==> src/rtl/cpy_pkg.sv <==
package cpy_pkg;

    parameter int AW       = 32;   // address width
    parameter int DW       = 32;   // data width
    parameter int WORDS    = 8;    // words per window (power of two)
    parameter int CW       = 8;    // count field width
    parameter int IRQ_BIT  = 16;   // interrupt-enable bit in the control word
    parameter int RAW      = 3;    // register index width

    localparam int IDXW      = $clog2(WORDS);
    localparam int STEP      = DW / 8;
    localparam int WIN_BYTES = WORDS * STEP;
    localparam int ALIGN     = $clog2(WIN_BYTES);

    localparam logic [RAW-1:0] IX_MASK = 3'd0;
    localparam logic [RAW-1:0] IX_SRC  = 3'd1;
    localparam logic [RAW-1:0] IX_DST  = 3'd2;
    localparam logic [RAW-1:0] IX_CTRL = 3'd3;
    localparam logic [RAW-1:0] IX_STAT = 3'd4;

    typedef struct packed {
        logic [WORDS-1:0] mask;
        logic [AW-1:0]    src;
        logic [AW-1:0]    dst;
        logic [CW-1:0]    windows;
        logic             irq_en;
    } job_t;

    typedef enum logic [1:0] {
        ST_IDLE  = 2'd0,
        ST_READ  = 2'd1,
        ST_WRITE = 2'd2
    } eng_state_t;

    function automatic logic [AW-1:0] win_align(input logic [AW-1:0] a);
        return {a[AW-1:ALIGN], {ALIGN{1'b0}}};
    endfunction

endpackage

==> src/rtl/cpy_regs.sv <==
module cpy_regs
    import cpy_pkg::*;
(
    input  logic           clk,
    input  logic           rst,
    input  logic           reg_we,
    input  logic [RAW-1:0] reg_addr,
    input  logic [DW-1:0]  reg_wdata,
    output logic [DW-1:0]  reg_rdata,
    input  logic           busy,
    input  logic           take,
    output logic           pend_valid,
    output job_t           pend_job
);

    logic [WORDS-1:0] mask_q;
    logic [AW-1:0]    src_q;
    logic [AW-1:0]    dst_q;
    logic [CW-1:0]    cnt_q;
    logic             irqen_q;
    logic             pend_q;
    job_t             job_q;

    always_ff @(posedge clk) begin
        if (rst) begin
            mask_q  <= '0;
            src_q   <= '0;
            dst_q   <= '0;
            cnt_q   <= '0;
            irqen_q <= 1'b0;
            pend_q  <= 1'b0;
            job_q   <= '0;
        end else begin
            if (take) begin
                pend_q <= 1'b0;
            end
            if (reg_we) begin
                case (reg_addr)
                    IX_MASK: mask_q <= reg_wdata[WORDS-1:0];
                    IX_SRC:  src_q  <= win_align(reg_wdata[AW-1:0]);
                    IX_DST:  dst_q  <= win_align(reg_wdata[AW-1:0]);
                    IX_CTRL: begin
                        cnt_q          <= reg_wdata[CW-1:0];
                        irqen_q        <= reg_wdata[IRQ_BIT];
                        job_q.mask     <= mask_q;
                        job_q.src      <= src_q;
                        job_q.dst      <= dst_q;
                        job_q.windows  <= reg_wdata[CW-1:0];
                        job_q.irq_en   <= reg_wdata[IRQ_BIT];
                        pend_q         <= 1'b1;
                    end
                    default: ;
                endcase
            end
        end
    end

    always_comb begin
        reg_rdata = '0;
        case (reg_addr)
            IX_MASK: reg_rdata[WORDS-1:0] = mask_q;
            IX_SRC:  reg_rdata = src_q;
            IX_DST:  reg_rdata = dst_q;
            IX_CTRL: begin
                reg_rdata[CW-1:0]    = cnt_q;
                reg_rdata[IRQ_BIT]   = irqen_q;
            end
            IX_STAT: begin
                reg_rdata[0] = busy;
                reg_rdata[1] = pend_q;
            end
            default: ;
        endcase
    end

    assign pend_valid = pend_q;
    assign pend_job   = job_q;

    // a waiting job is handed over as soon as the engine can take it
    assert_pending_taken_R9: assert property (@(posedge clk) disable iff (rst)
        (pend_q && !busy && !(reg_we && reg_addr == IX_CTRL)) |=> !pend_q);

endmodule

==> src/rtl/cpy_engine.sv <==
module cpy_engine
    import cpy_pkg::*;
(
    input  logic          clk,
    input  logic          rst,
    input  logic          pend_valid,
    input  job_t          pend_job,
    output logic          take,
    output logic          busy,
    output logic          mem_req,
    output logic [AW-1:0] mem_addr,
    input  logic [DW-1:0] mem_rdata,
    output logic          cfg_we,
    output logic [AW-1:0] cfg_addr,
    output logic [DW-1:0] cfg_wdata,
    output logic          irq
);

    eng_state_t       st_q;
    logic [IDXW-1:0]  idx_q;
    logic [CW-1:0]    left_q;
    logic [AW-1:0]    sp_q;
    logic [AW-1:0]    dp_q;
    logic [WORDS-1:0] mask_q;
    logic             irqen_q;
    logic             irq_q;
    logic             last_word;
    logic             finish;

    assign last_word = (idx_q == IDXW'(WORDS - 1));
    assign finish    = (st_q == ST_WRITE) && last_word && (left_q == '0);
    assign take      = pend_valid && ((st_q == ST_IDLE) || finish);

    always_ff @(posedge clk) begin
        if (rst) begin
            st_q    <= ST_IDLE;
            idx_q   <= '0;
            left_q  <= '0;
            sp_q    <= '0;
            dp_q    <= '0;
            mask_q  <= '0;
            irqen_q <= 1'b0;
            irq_q   <= 1'b0;
        end else begin
            irq_q <= finish && irqen_q;
            if (take) begin
                st_q    <= ST_READ;
                idx_q   <= '0;
                left_q  <= pend_job.windows;
                sp_q    <= pend_job.src;
                dp_q    <= pend_job.dst;
                mask_q  <= pend_job.mask;
                irqen_q <= pend_job.irq_en;
            end else begin
                case (st_q)
                    ST_READ: st_q <= ST_WRITE;
                    ST_WRITE: begin
                        sp_q <= sp_q + AW'(STEP);
                        dp_q <= dp_q + AW'(STEP);
                        if (last_word) begin
                            idx_q <= '0;
                            if (left_q == '0) begin
                                st_q <= ST_IDLE;
                            end else begin
                                left_q <= left_q - 1'b1;
                                st_q   <= ST_READ;
                            end
                        end else begin
                            idx_q <= idx_q + 1'b1;
                            st_q  <= ST_READ;
                        end
                    end
                    default: st_q <= ST_IDLE;
                endcase
            end
        end
    end

    always_comb begin
        busy      = (st_q != ST_IDLE);
        mem_req   = (st_q == ST_READ);
        mem_addr  = sp_q;
        cfg_we    = (st_q == ST_WRITE) && !mask_q[idx_q];
        cfg_addr  = dp_q;
        cfg_wdata = mem_rdata;
        irq       = irq_q;
    end

    // every destination write carries data requested one cycle earlier
    assert_write_follows_read_R3: assert property (@(posedge clk) disable iff (rst)
        cfg_we |-> $past(mem_req));

    // completion interrupt lasts one cycle
    assert_irq_single_R5: assert property (@(posedge clk) disable iff (rst)
        irq |=> !irq);

    // interrupt only directly after a running job
    assert_irq_after_job_R5: assert property (@(posedge clk) disable iff (rst)
        irq |-> $past(busy));

endmodule

==> src/rtl/masked_window_copier.sv <==
module masked_window_copier
    import cpy_pkg::*;
(
    input  logic           clk,
    input  logic           rst,
    input  logic           reg_we,
    input  logic [RAW-1:0] reg_addr,
    input  logic [DW-1:0]  reg_wdata,
    output logic [DW-1:0]  reg_rdata,
    output logic           mem_req,
    output logic [AW-1:0]  mem_addr,
    input  logic [DW-1:0]  mem_rdata,
    output logic           cfg_we,
    output logic [AW-1:0]  cfg_addr,
    output logic [DW-1:0]  cfg_wdata,
    output logic           irq
);

    logic busy;
    logic take;
    logic pend_valid;
    job_t pend_job;

    cpy_regs u_regs (
        .clk        (clk),
        .rst        (rst),
        .reg_we     (reg_we),
        .reg_addr   (reg_addr),
        .reg_wdata  (reg_wdata),
        .reg_rdata  (reg_rdata),
        .busy       (busy),
        .take       (take),
        .pend_valid (pend_valid),
        .pend_job   (pend_job)
    );

    cpy_engine u_engine (
        .clk        (clk),
        .rst        (rst),
        .pend_valid (pend_valid),
        .pend_job   (pend_job),
        .take       (take),
        .busy       (busy),
        .mem_req    (mem_req),
        .mem_addr   (mem_addr),
        .mem_rdata  (mem_rdata),
        .cfg_we     (cfg_we),
        .cfg_addr   (cfg_addr),
        .cfg_wdata  (cfg_wdata),
        .irq        (irq)
    );

    // a job only becomes active out of the pending slot
    assert_start_from_pending_R8: assert property (@(posedge clk) disable iff (rst)
        $rose(busy) |-> $past(pend_valid));

    // with nothing waiting and no register write, the engine stays idle
    assert_stay_idle_R10: assert property (@(posedge clk) disable iff (rst)
        (!busy && !pend_valid && !reg_we) |=> !busy);

endmodule

==> config.mk <==
export PLATFORM = sky130hd
export DESIGN_NAME = masked_window_copier
export DESIGN_NICKNAME = d
export VERILOG_FILES = /design/src/rtl/cpy_pkg.sv /design/src/rtl/cpy_regs.sv /design/src/rtl/cpy_engine.sv /design/src/rtl/masked_window_copier.sv
export SDC_FILE = /design/constraint.sdc
export NUM_CORES = 1
export LEC_CHECK = 0
export BUFFER_PORTS_ARGS = -buffer_cell sky130_fd_sc_hd__buf_2
export CORE_ASPECT_RATIO = 0.5
export CORE_MARGIN = 2
export CORE_UTILIZATION = 45
export DETAILED_ROUTE_END_ITERATION = 6
export PLACE_DENSITY = 0.68
export SLEW_MARGIN = 5
export SYNTH_ARGS = -nofsm -noshare
export SYNTH_HDL_FRONTEND = slang
export SYNTH_SLANG_ARGS = --single-unit
==> constraint.sdc <==
create_clock -name clk -period 2.4 [get_ports clk]
set_input_delay 0.36 -clock clk [delete_from_list [all_inputs] [get_ports clk]]
set_output_delay 0.36 -clock clk [all_outputs]
set_load 0.1 [all_outputs]
# Word-level counts from Yosys, hierarchy flattened
# Cells that the tools add are included.
word_totals:
  reg_bits: 221
  latch_bits: 0
  ram_bits: 0
  mem_bits_ro: 0
  input_bits: 70
  output_inout_bits: 131
  memories: 0
classes:
  add_sub_neg: 4
  n_mul: 0
  div_mod_pow: 0
  n_lt_le_gt_ge: 1
  eq_ne: 8
  shift: 0
  muxes: 23
  n_bitwise: 0
  n_reduce_logical: 19
ops:
  columns: ["cell", "count"]
  rows:
  - ["2-to-1 mux 32 bit", 4]
  - ["adder 32 x 3 -> 32 bit, second input constant", 2]
  - ["2-to-1 mux 8 bit", 4]
  - ["case mux 15 bit (2 select lines)", 1]
  - ["case mux 6 bit (4 select lines)", 1]
  - ["case mux 8 bit (2 select lines)", 1]
  - ["logical NOT 8 bit", 1]
  - ["AND reduction 2 bit", 4]
  - ["subtractor 8 x 1 -> 8 bit, second input constant", 1]
  - ["2-to-1 mux 1 bit", 7]
  - ["equality test 3 x 2 -> 1 bit, second input constant", 2]
  - ["equality test 3 bit, second input constant", 2]
  - ["case mux 2 bit (3 select lines)", 1]
  - ["nonzero test 2 bit", 3]
  - ["logical AND 1 bit", 5]
  - ["< comparator 3 x 4 -> 1 bit, second input constant", 1]
  - ["case mux 2 bit (2 select lines)", 1]
  - ["adder 3 x 1 -> 3 bit, second input constant", 1]
  - ["binary-select mux 1 bit (select 3 bit)", 1]
  - ["equality test 3 x 1 -> 1 bit, second input constant", 1]
  - ["logical NOT 3 bit", 1]
  - ["2-to-1 mux 3 bit", 1]
  - ["case mux 1 bit (3 select lines)", 1]
  - ["AND reduction 3 bit", 1]
  - ["7 further kinds", 7]

# Logic depth before layout (Yosys ltp)
depth:
  depth_word: 8
  depth_mapped: 10
  mapped_depth_nobuf: 7

# Cells and area by module
# A second synthesis with hierarchy kept.
hier_totals:
  cells_unflattened: 1142
  area_unflattened_um2: 10840.4
by_module_without_submodules:
  columns: ["mod", "instances", "cells_per_inst", "area_per_inst_um2"]
  rows:
  - ["cpy_regs", 1, 543, 5891.9]
  - ["cpy_engine", 1, 599, 4948.5]

# Least setup slack after synthesis
# Ideal clock, no wire load.
synth_timing:
  kind: "register -> output"
  start: "register u_engine.st_q[0]"
  end: "output port cfg_we"
  arrival_ps: 3368
  t_required_ps: 2040
  path_slack_ps: -1328
  path_stages_with_launch: 7
  path_cell_list: "dfxtp_1 inv_1 ha_1 buf_2 clkbuf_1 inv_1 a211oi_1"
synth_between:
  elab_chain_len: 2
synth_lines:
  columns: ["item", "line", "text"]
  rows:
  - ["from (decl)", "cpy_engine.sv:19", "eng_state_t st_q;"]
  - ["from (signal assigned)", "cpy_engine.sv:36", "st_q <= ST_IDLE;"]
  - ["from (signal assigned)", "cpy_engine.sv:47", "st_q <= ST_READ;"]
  - ["from (signal assigned)", "cpy_engine.sv:56", "ST_READ: st_q <= ST_WRITE;"]
  - ["equality test 2 bit", "cpy_engine.sv:83", "cfg_we = (st_q == ST_WRITE) && !mask_q[idx_q];"]
  - ["logical AND 1 bit", "cpy_engine.sv:83", null]
  - ["to (decl)", "masked_window_copier.sv:13", "output logic cfg_we,"]
# Every way passes these cells.

# Worst setup path in the final report
layout_timing:
  start: "register u_engine.idx_q[0]"
  end: "output port cfg_we"
layout_between:
  elab_chain_len: 4
layout_lines:
  columns: ["item", "line", "text"]
  rows:
  - ["from (decl)", "cpy_engine.sv:20", "logic [IDXW-1:0] idx_q;"]
  - ["from (signal assigned)", "cpy_engine.sv:69", "idx_q <= idx_q + 1'b1;"]
  - ["binary-select mux 1 bit (select 3 bit)", "cpy_engine.sv:83", null]
  - ["2-to-1 mux 1 bit (not written as such)", "cpy_engine.sv:83", null]
  - ["logical NOT 1 bit", "cpy_engine.sv:83", null]
  - ["logical AND 1 bit", "cpy_engine.sv:83", null]
# Every way passes these cells. The select of a mux whose other input is x is not followed.

==> metrics.md <==
| Metric | Value |
|---|---|
| Buffers & Inverters on Critical Path | 1 |
| Worst Setup Start Kind | flip-flop |
| Async SR Flop Fraction | 0% |
| Syn. warnings | 0 |
| R2R setup slack | 140 ps |
| Root buffer cell | clkbuf_16 |
| Failing checks | negative setup slack |
| Fin crit share | 102% |
| Worst Path Arrival | 2080 ps |
| Placed Instances | 1518 |
| Vias | 8759 |
| Detailed Routing Iterations Pass 1 | 6 |
| Reg clk slew, reported paths | 70 ps |
| CTS tree | done |
| Peak supply drop | 0.439 mV |
| CP required | 2040 ps |
| Post-layout util | 56.3% |
| Antenna-violating nets left | 0 |
| Post-Syn Area | 0.00953 mm^2 |
| Total core area | 0.0206 mm^2 |
| Initial drt markers | 744 |
| Total grt overflow | 0 |
| WL per Instance | 17.9 um |
| Largest net degree at the start of global routing | 85 |
| Fin nets | 1348 |
| Distinct cells, synth | 46 |
| Element type at the critical path end | output port |
| WP depth | 4 |
| Antenna diode instance count | 0 |
| Status | finished, violations left |
| Post-Route WL | 27900 um |
| Commonest register cell after synthesis | dfxtp_1 |
| Non-filler cells, final | 1558 |
| Total CTS buffers | 21 |
| Area grow syn2layout | 22.0% |
| Worst r2r dst | u_engine.mem_addr[11] |
| Boundary Pins | 201 |
| Hold buffer count at CTS | 0 |
| Worst R2R Start | u_engine.idx_q[0] |
| Max incr delay on CP | 500 ps |
| Slowest CP cell | mux4_2 |
| Clock tree buffer depth | 3 |
| Synth top area share | 45.6% |
| CP Class | reg -> out |
| Crit-path max FO | 3 |
| Total GRT Usage | 24.5% |
| Antenna violations before repair | 1 |
| Starting Density | 46.1% |
| RSZ-0062 raised after global routing | yes |
| Final WS setup | -38.9 ps |
| Syn Inst Count | 1190 |
| Worst-margin pin slew | 525 ps |
| Tmin final | 2440 ps |
| DRC viols | 0 |
| Final max-slew violation count | 0 |
| Die H | 107 um |
| Mean area per synthesized cell | 8.01 um^2 |
| Worst clock skew | 16.8 ps |
| Max-slew headroom | 65.0% |
| CTS HTree Levels | 1 |
| Synthesized flop and latch total | 217 |
| Clk Latency, worst-skew pair | 510 ps |
| Family with the most delay on the worst path | multiplexers |
| Vias in the first global route | 7916 |
| Cell accounting for the most synthesized area | dfxtp_1 |
| CP Launch Point | u_engine.idx_q[0] |
| Vias per cell | 5.62 |
| # rows | 37 |
| Final Hold Viols | 0 |
| Top post-synthesis cells by count | 322 x nand2_1, 217 x dfxtp_1, 155 x a21oi_1 |
| Fmax | 410 MHz |
| GPL Wtd Cong | 0.856 |
| Power Density | 680 mW/mm^2 |
| CP endpoint | cfg_we |
| Cell with the most instances after synthesis | nand2_1 |
| Number of flops mapped to enable cells by yosys | 0 |
| Clk sink count | 217 |
| R2R cell count | 11 |
| Die area | 0.0224 mm^2 |
| Fraction of layout cells with a size suffix above 1 | 21.2% |
| Leak | 4.32 nW |
| Worst min-delay path category | in -> reg |
| Worst path cell trace | mux4_2, nor2b_4, a211oi_4, buf_12 |
| Worst hold stages | 3 |
| Synth top area cells | dfxtp_1 46%, nand2_1 13%, a21oi_1 8.1% |
| # setup viols final | 1 |
| Maxcap violations | 0 |
| Die W | 210 um |
| First-pass GRT wire length | 43800 um |
| Post-DP HPWL | 19600 um |
| PortBufs | 132 |
| Sequential share of the synthesized area | 45.6% |
[placed cells by master (no fill, tap or decap), drive strengths merged, types with 6 or more instances in the layout]
cell	n
a211oi	57
a21oi	155
a22o	25
and2	8
and4	6
buf	169
clkbuf	27
dfxtp	217
ha	8
inv	12
nand2	322
nand3	27
nand4	17
nor2	82
nor2b	6
nor3	20
nor4	8
xnor2	25
xor2	30
[cell type report]
class | instances | area [um^2]
clock buffer | 26 | 584
clock inverter | 12 | 174
fill | 1840 | 9020
inverter | 10 | 37.5
multi-input combinational | 850 | 4670
sequential | 217 | 4390
tap | 273 | 342
timing repair buffer | 170 | 1430
[worst reg2reg max path, stage by stage, from the launching register on]
cell,delay [ps]
dfxtp_4,360
buf_4,140
ha_1,190
ha_1,240
nand2_1,170
nor3_2,50
buf_4,140
o21ai_4,180
buf_12,160
buf_6,180
nor2_1,60
a311oi_1,270
[per-stage QoR]
step / setup slack (ps) / area, um^2 / hold slack, ps / setup TNS (ps) / total power, mW
after floorplan: 19.2 / 9610 / 432 / 0 / 4.45
after CTS: -56.0 / 11600 / 82.6 / -56.0 / 7.94
final: -38.9 / 11600 / 101 / -38.9 / 7.91
after detailed placement: 165 / 10800 / 442 / 0 / 4.37
after global placement: 241 / 10800 / 438 / 0 / 4.36
after global routing: -81.4 / 11600 / 94.8 / -82.8 / 8.16
[how the worst min path moves through the flow]
stage	from	endpoint
after floorplan	u_engine.irqen_q	u_engine.irqen_q
after global placement	u_engine.irqen_q	u_engine.irqen_q
after detailed placement	u_engine.irqen_q	u_engine.irqen_q
after CTS	reg_wdata[31]	u_regs.src_q[31]
after global routing	reg_wdata[30]	u_regs.src_q[30]
final	reg_wdata[31]	u_regs.src_q[31]
[flip-flops by register name, indices dropped and copies added (netlist names), 3 cells and up]
name               flops
u_engine.left_q        8
u_regs.dst_q          27
u_engine.cfg_addr     30
u_engine.mask_q        8
u_engine.mem_addr     30
u_engine.idx_q         3
u_regs.src_q          27
u_regs.pend_job       71
u_regs.mask_q          8
[logic make-up after synthesis]
group / share of synthesized area [%]
and+or+nand+nor: 23.6
AOI/OAI and AO/OA: 16.3
DFF: 45.6
buffers and inverters: 6.45
xor gates and xnor gates: 5.06
muxes: 1.94
adders and majority gates: 1.05
other: 0.0394
[per-layer routing]
layer / up-vias / part of all wire [%] / track usage, %
met5: - / 0 / 0
met4: 0 / 2.2 / 5.98
met3: 47 / 8.0 / 4.54
met1: 4174 / 46 / 35.9
li1: 4193 / - / -
met2: 345 / 44 / 37.0
[power by group]
group | switching (mW) | internal, mW | total, mW | leakage [nW]
sequential | 0.0579 | 3.65 | 3.71 | 1.77
combinational | 0.444 | 0.141 | 0.585 | 2.17
clock | 1.44 | 2.17 | 3.61 | 0.374
total | 1.94 | 5.97 | 7.91 | 4.32
[what timing repair did]
item	in CTS	in global routing
gates cloned	0	0
pin swaps	1	2
setup endpoints to repair	1	48
endpoints found under the hold margin	0	0
gates resized for setup	5	11
setup buffers	1	1
No activity file was read; power rests on OpenSTA's default activity.
